### src/rtl/cfgport_pkg.sv
package cfgport_pkg;
   typedef enum logic [1:0] {
      TGT_IO   = 2'd0,
      TGT_AREG = 2'd1,
      TGT_CFG  = 2'd2
   } route_tgt_e;
endpackage

### src/rtl/cfgport_classify.sv
module cfgport_classify
   import cfgport_pkg::*;
#(
   parameter int PORT_W    = 16,
   parameter int SIZE_W    = 3,
   parameter int WIN_BITS  = 2,
   parameter int REG_BYTES = 4,
   parameter logic [PORT_W-1:0] ADDR_PORT = 16'hCF8,
   parameter logic [PORT_W-1:0] DATA_PORT = 16'hCFC
) (
   input  logic              clk,
   input  logic              rst_n,
   input  logic              valid,
   input  logic [PORT_W-1:0] port,
   input  logic [SIZE_W-1:0] size,
   input  logic              enable,
   output route_tgt_e        tgt
);
   localparam logic [SIZE_W-1:0] REG_SIZE = SIZE_W'(REG_BYTES);

   logic hit_areg;
   logic hit_window;

   assign hit_areg   = (port == ADDR_PORT) && (size == REG_SIZE);
   assign hit_window = (port[PORT_W-1:WIN_BITS] == DATA_PORT[PORT_W-1:WIN_BITS]);

   always_comb begin
      if (hit_areg)                  tgt = TGT_AREG;
      else if (hit_window && enable) tgt = TGT_CFG;
      else                           tgt = TGT_IO;
   end

   // address-register target only on the exact port with the full size
   p_areg_exact_r1: assert property (@(posedge clk) disable iff (!rst_n)
      (valid && tgt == TGT_AREG) |-> (port == ADDR_PORT && size == REG_SIZE));

   // configuration target requires the enable bit and the window
   p_cfg_needs_enable_r3: assert property (@(posedge clk) disable iff (!rst_n)
      (valid && tgt == TGT_CFG) |-> (enable &&
         port[PORT_W-1:WIN_BITS] == DATA_PORT[PORT_W-1:WIN_BITS]));

   // ports outside both decodes fall through to plain I/O
   p_other_io_r5: assert property (@(posedge clk) disable iff (!rst_n)
      (valid && port != ADDR_PORT &&
       port[PORT_W-1:WIN_BITS] != DATA_PORT[PORT_W-1:WIN_BITS]) |-> (tgt == TGT_IO));
endmodule

### src/rtl/cfgport_addr_reg.sv
module cfgport_addr_reg #(
   parameter int W = 32
) (
   input  logic         clk,
   input  logic         rst_n,
   input  logic         wr_en,
   input  logic [W-1:0] wdata,
   output logic [W-1:0] q
);
   always_ff @(posedge clk or negedge rst_n) begin
      if (!rst_n)     q <= '0;
      else if (wr_en) q <= wdata;
   end

   // a qualifying write is visible after the next edge
   p_load_r6: assert property (@(posedge clk) disable iff (!rst_n)
      wr_en |=> (q == $past(wdata)));

   // nothing else changes the register
   p_hold_r6: assert property (@(posedge clk) disable iff (!rst_n)
      !wr_en |=> $stable(q));
endmodule

### src/rtl/cfgport_route.sv
module cfgport_route
   import cfgport_pkg::*;
#(
   parameter int PORT_W   = 16,
   parameter int ADDR_W   = 32,
   parameter int WIN_BITS = 2
) (
   input  route_tgt_e        tgt,
   input  logic [PORT_W-1:0] port,
   input  logic [ADDR_W-1:0] areg,
   output logic [ADDR_W-1:0] addr
);
   localparam int PAD_W = ADDR_W - PORT_W;

   logic [ADDR_W-1:0] port_ext;
   logic [ADDR_W-1:0] cfg_addr;

   generate
      if (PAD_W > 0) begin : g_pad
         assign port_ext = {{PAD_W{1'b0}}, port};
      end else begin : g_nopad
         assign port_ext = port;
      end
   endgenerate

   assign cfg_addr = {1'b0, areg[ADDR_W-2:0]} |
                     {{(ADDR_W-WIN_BITS){1'b0}}, port[WIN_BITS-1:0]};

   always_comb begin
      case (tgt)
         TGT_CFG: addr = cfg_addr;
         default: addr = port_ext;
      endcase
   end
endmodule

### src/rtl/cfgport_decoder.sv
module cfgport_decoder
   import cfgport_pkg::*;
#(
   parameter int PORT_W       = 16,
   parameter int ADDR_W       = 32,
   parameter int SIZE_W       = 3,
   parameter int WIN_BITS     = 2,
   parameter int REG_BYTES    = 4,
   parameter logic [PORT_W-1:0] ADDR_PORT = 16'hCF8,
   parameter logic [PORT_W-1:0] DATA_PORT = 16'hCFC,
   parameter bit REGISTER_OUT = 1'b1
) (
   input  logic              clk,
   input  logic              rst_n,
   input  logic              req_valid,
   input  logic [PORT_W-1:0] req_port,
   input  logic [SIZE_W-1:0] req_size,
   input  logic              req_write,
   input  logic [ADDR_W-1:0] req_wdata,
   output logic              rsp_valid,
   output logic [1:0]        rsp_target,
   output logic [ADDR_W-1:0] rsp_addr,
   output logic [ADDR_W-1:0] rsp_rdata
);
   localparam int EN_BIT = ADDR_W - 1;

   if (PORT_W < WIN_BITS + 1) $error("PORT_W too narrow for window");
   if (ADDR_W < PORT_W)       $error("ADDR_W must cover a port number");
   if (REG_BYTES >= (1 << SIZE_W)) $error("SIZE_W cannot encode REG_BYTES");
   if (WIN_BITS < 1)          $error("WIN_BITS must be at least 1");

   route_tgt_e        dec_tgt;
   logic [ADDR_W-1:0] areg_q;
   logic [ADDR_W-1:0] dec_addr;
   logic [ADDR_W-1:0] dec_rdata;
   logic              areg_wr;

   cfgport_classify #(
      .PORT_W(PORT_W), .SIZE_W(SIZE_W), .WIN_BITS(WIN_BITS),
      .REG_BYTES(REG_BYTES), .ADDR_PORT(ADDR_PORT), .DATA_PORT(DATA_PORT)
   ) u_classify (
      .clk(clk), .rst_n(rst_n), .valid(req_valid), .port(req_port),
      .size(req_size), .enable(areg_q[EN_BIT]), .tgt(dec_tgt)
   );

   assign areg_wr = req_valid && req_write && (dec_tgt == TGT_AREG);

   cfgport_addr_reg #(.W(ADDR_W)) u_areg (
      .clk(clk), .rst_n(rst_n), .wr_en(areg_wr), .wdata(req_wdata), .q(areg_q)
   );

   cfgport_route #(
      .PORT_W(PORT_W), .ADDR_W(ADDR_W), .WIN_BITS(WIN_BITS)
   ) u_route (
      .tgt(dec_tgt), .port(req_port), .areg(areg_q), .addr(dec_addr)
   );

   assign dec_rdata = (req_valid && !req_write && dec_tgt == TGT_AREG) ? areg_q : '0;

   generate
      if (REGISTER_OUT) begin : g_reg_out
         logic [ADDR_W-1:0] port_ext;
         assign port_ext = ADDR_W'(req_port);

         always_ff @(posedge clk or negedge rst_n) begin
            if (!rst_n) begin
               rsp_valid  <= 1'b0;
               rsp_target <= TGT_IO;
               rsp_addr   <= '0;
               rsp_rdata  <= '0;
            end else begin
               rsp_valid  <= req_valid;
               rsp_target <= req_valid ? dec_tgt : TGT_IO;
               rsp_addr   <= req_valid ? dec_addr : '0;
               rsp_rdata  <= dec_rdata;
            end
         end

         // one response per request, one cycle later
         p_latency_r9: assert property (@(posedge clk) disable iff (!rst_n)
            req_valid |=> rsp_valid);
         // plain I/O responses carry the requested port
         p_io_addr_r4: assert property (@(posedge clk) disable iff (!rst_n)
            (req_valid && dec_tgt == TGT_IO) |=> (rsp_addr == $past(port_ext)));
         // read data only on a register read
         p_rdata_r7: assert property (@(posedge clk) disable iff (!rst_n)
            (rsp_target != TGT_AREG) |-> (rsp_rdata == '0));
      end else begin : g_comb_out
         assign rsp_valid  = req_valid;
         assign rsp_target = req_valid ? dec_tgt : TGT_IO;
         assign rsp_addr   = req_valid ? dec_addr : '0;
         assign rsp_rdata  = dec_rdata;
      end
   endgenerate
endmodule

### config.mk
export PLATFORM = sky130hd
export DESIGN_NAME = cfgport_decoder
export DESIGN_NICKNAME = d
export VERILOG_FILES = /design/src/rtl/cfgport_pkg.sv /design/src/rtl/cfgport_classify.sv /design/src/rtl/cfgport_addr_reg.sv /design/src/rtl/cfgport_route.sv /design/src/rtl/cfgport_decoder.sv
export SDC_FILE = /design/constraint.sdc
export NUM_CORES = 1
export LEC_CHECK = 0
export BUFFER_PORTS_ARGS = -buffer_cell sky130_fd_sc_hd__buf_2
export CAP_MARGIN = 5
export CORE_ASPECT_RATIO = 1.25
export CORE_UTILIZATION = 42
export CTS_CLUSTER_DIAMETER = 40
export DETAILED_ROUTE_END_ITERATION = 7
export HOLD_SLACK_MARGIN = 0.02
export PLACE_DENSITY = 0.67
export SYNTH_ARGS = -nofsm -noshare
export SYNTH_HDL_FRONTEND = slang
export SYNTH_SLANG_ARGS = --single-unit
### constraint.sdc
create_clock -name clk -period 1.66 [get_ports clk]
set_clock_uncertainty 0.1 [all_clocks]
set_input_delay 0.083 -clock clk [delete_from_list [all_inputs] [get_ports clk]]
set_output_delay 0.083 -clock clk [all_outputs]
set_load 0.02 [all_outputs]
==> summary.md <==
| Metric | Value |
|---|---|
| Non-filler cells, final | `532` |
| Critical Path Slowest Stage Cell | `or4bb_4` |
| Worst path cell trace | `buf_6, or4bb_4, or4_4, or3_4, buf_6, mux2_4` |
| Critical path's top delay family | `simple AND/OR/NAND/NOR gates` |
| Final nets | `485` |
| Most frequent cell after synthesis | `dfrtp_1` |
| YS warnings | `0` |
| CORE AREA | `0.008240 mm²` |
| Avg Cell Area, Syn | `15.11 µm²` |
| I/O Buffers | `120` |
| Leak | `0.002960 µW` |
| Post-synth EDFFs | `0` |
| Hpwl dp | `5134 µm` |
| H-tree depth | `3` |
| Worst Path Required | `about 1800 ps` |
| Layout Area Growth over Synthesis | `46.38%` |
| Gpl congestion | `0.7688` |
| Most frequent CP cell | `buf_6` |
| Clk root buf | `clkbuf_8` |
| DRC Markers | `9` |
| Min Hold Slack | `50.97 ps` |
| Worst path arrival time | `roughly 2100 ps` |
| ANT nets after route | `0` |
| CP bufs+invs | `2` |
| Largest area contributor in the netlist | `dfrtp_1` |
| Final hold violation count | `0` |
| Post-Syn Nets | `between 200 and 300` |
| RSZ-0062 raised after global routing | `yes` |
| N_diodes | `0` |
| Die Ht | `105.3 µm` |
| Fillers | `~650` |
| Initial DRC count | `81` |
| Yosys top cell area share | `0.6846` |
| Pwr dens | `between 700 and 800 mW/mm²` |
| Synth Instances | `237` |
| Synth cell types | `23` |
| IO Count | `122` |
| Initial antenna violation count | `0` |
| Syn Std Cell Area | `0.003582 mm²` |
| Synthesized flop and latch total | `98` |
| Worst Slack Setup Final | `-314.3 ps` |
| Fmax | `506.5 MHz` |
| Rows | `37` |
| Worst setup EP type | `flop` |
| WL/cell | `15.36 µm` |
| Vias in the first global route | `around 2600` |
| Clock slew at the register clock pins of the worst setup and hold paths | `90 ps` |
| TritonCTS buffer count | `9` |
| Die ar. | `0.008905 mm²` |
| Fin crit share | `1.189` |
| Worst Path Max Fanout | `11` |
| Hold/Removal Path Class | `in2reg` |
| Critical path class | `in2reg` |
| Worst-Skew Late Latency | `360 ps` |
| Pin count of the biggest net entering global routing | `35` |
| List of most frequent post-synthesis cells | `98 x dfrtp_1, 47 x and2_1, 30 x mux2_4` |
| Top_reg_cell synth | `dfrtp_1` |
| Max-slew violations | `0` |
| Synth top area cells | `dfrtp_1 68%, mux2_4 13%, and2_1 8.2%, o211a_1 2.2%, nand2_1 1.9%` |
| Setup Viol. Count Final | `64` |
| Max clock buf depth | `2` |
| Violated checks | `DRC, setup timing` |
| CTS tree | `done` |
| Crit path largest cell delay | `about 540 ps` |
| First-pass GRT wire length | `12970 µm` |
| Global-route usage over all layers | `0.1933` |
| Vias post-DR | `2455` |
| Max_cap viols | `0` |
| DRT Wirelength | `8173 µm` |
| Crit start category | `primary input` |
| Peak VDD IR | `511.4 µV` |
| Via/cell ratio | `4.615` |
| Seq/Total Area, Yosys | `0.6846` |
| Die W | `84.60 µm` |
| Final Util | `0.6364` |
| Tmin final | `1974 ps` |
| Worst slack, placed | `-840.6 ps` |
| Total power | `4178 µW` |
| First-pass DRT Iterations | `8` |
| Clock Sink Count | `slightly below 100` |
| Async S/R FF share, synth | `1.000` |
| Placed cell count | `461` |
| Status | `complete, but fails checks` |
| Layout cells sized above 1 | `0.4782` |
| Gr ovfl total | `0` |
| Initial core utilization | `0.4347` |
what timing repair did:
action,CTS,global route
gates cloned,3,1
buffers inserted,1,1
hold endpoints to repair,146,0
hold buffers,49,0
pin swaps,9,1
endpoints found under the setup margin,64,73
resized for setup,19,13
sequential cells by signal, indices dropped and copies added, names as in the netlist:
register and flops:
rsp_rdata 32, rsp_addr 31, rsp_target 2, u_areg.q 32
rsp_valid 1
area by class of cell:
type | count | area, µm² | area share
Clock inverter | 5 | 38.79 | 0.007397
Tap cell | 97 | 121.4 | 0.02314
Multi-Input combinational cell | 125 | 1094 | 0.2085
Clock buffer | 11 | 151.4 | 0.02887
Sequential cell | 98 | 2452 | 0.4677
Timing Repair Buffer | 195 | 1383 | 0.2637
Inverter | 1 | 3.754 | 0.0007158
worst reg2reg max path, delay by kind of cell, from the launching register on:
family	cells	cell delay (ps)
buffers and inverters	1	190
AND/OR/NAND/NOR	3	370
flip-flops	1	380
AO/OA/AOI/OAI	1	220
cell usage in the layout, fill, tap and decap left out, types with 11 or more instances in the layout:
cell | netlist | routed
clkbuf_8 | 0 | 11
dfrtp_1 | 98 | 98
and2_1 | 47 | 39
buf_2 | 0 | 118
buf_6 | 4 | 11
dlygate4sd3_1 | 0 | 49
mux2_4 | 30 | 30
buf_4 | 1 | 13
nand2_1 | 18 | 18
metrics by stage:
stage	cell area, µm²	setup TNS, ps
floorplan	3583	-26430
global placement	4418	-45450
detailed placement	4418	-48810
CTS	5190	-12170
global route	5244	-18080
finish	5244	-16200
power by group:
part	internal [µW]	leakage, µW	switching (µW)
Clock	632	0.0000955	807
Combinational	174	0.00151	153
Sequential	2410	0.00135	5.68
cells by family (layout without fill, tap and decap cells):
| group | Yosys count | count (layout) | share of synthesized area |
|---|---|---|---|
| mux | 32 | 32 | 0.1320 |
| buf+inv | 14 | 212 | 0.02410 |
| other cells | 1 | 1 | 0.001047 |
| compound gates | 16 | 16 | 0.03353 |
| simple gates | 76 | 76 | 0.1247 |
| flops | 98 | 98 | 0.6846 |
routing by layer:
layer | part of all wire | GRT usage | vias to the layer above
met5 | 0 | 0 | -
met4 | 0.021 | 0.08596 | 0
met3 | 0.048 | 0.03915 | 14
met2 | 0.52 | 0.3182 | 91
met1 | 0.41 | 0.2475 | 1184
li1 | - | - | 1166
worst paths after layout:
check                              from            end  slack (ps)  cells after the start
setup / recovery            req_port[9]   u_areg.q[27]        -310                      6
hold / removal                req_valid      rsp_valid          50                      2
setup reg to reg           u_areg.q[31]    rsp_addr[3]         310                      5
hold reg to reg            u_areg.q[21]  rsp_rdata[21]         410                      1
max in group asynchronous         rst_n   rsp_rdata[0]         820                      3
min in group asynchronous         rst_n  rsp_rdata[17]         110                      2
Power figures use the tool's default switching activity.
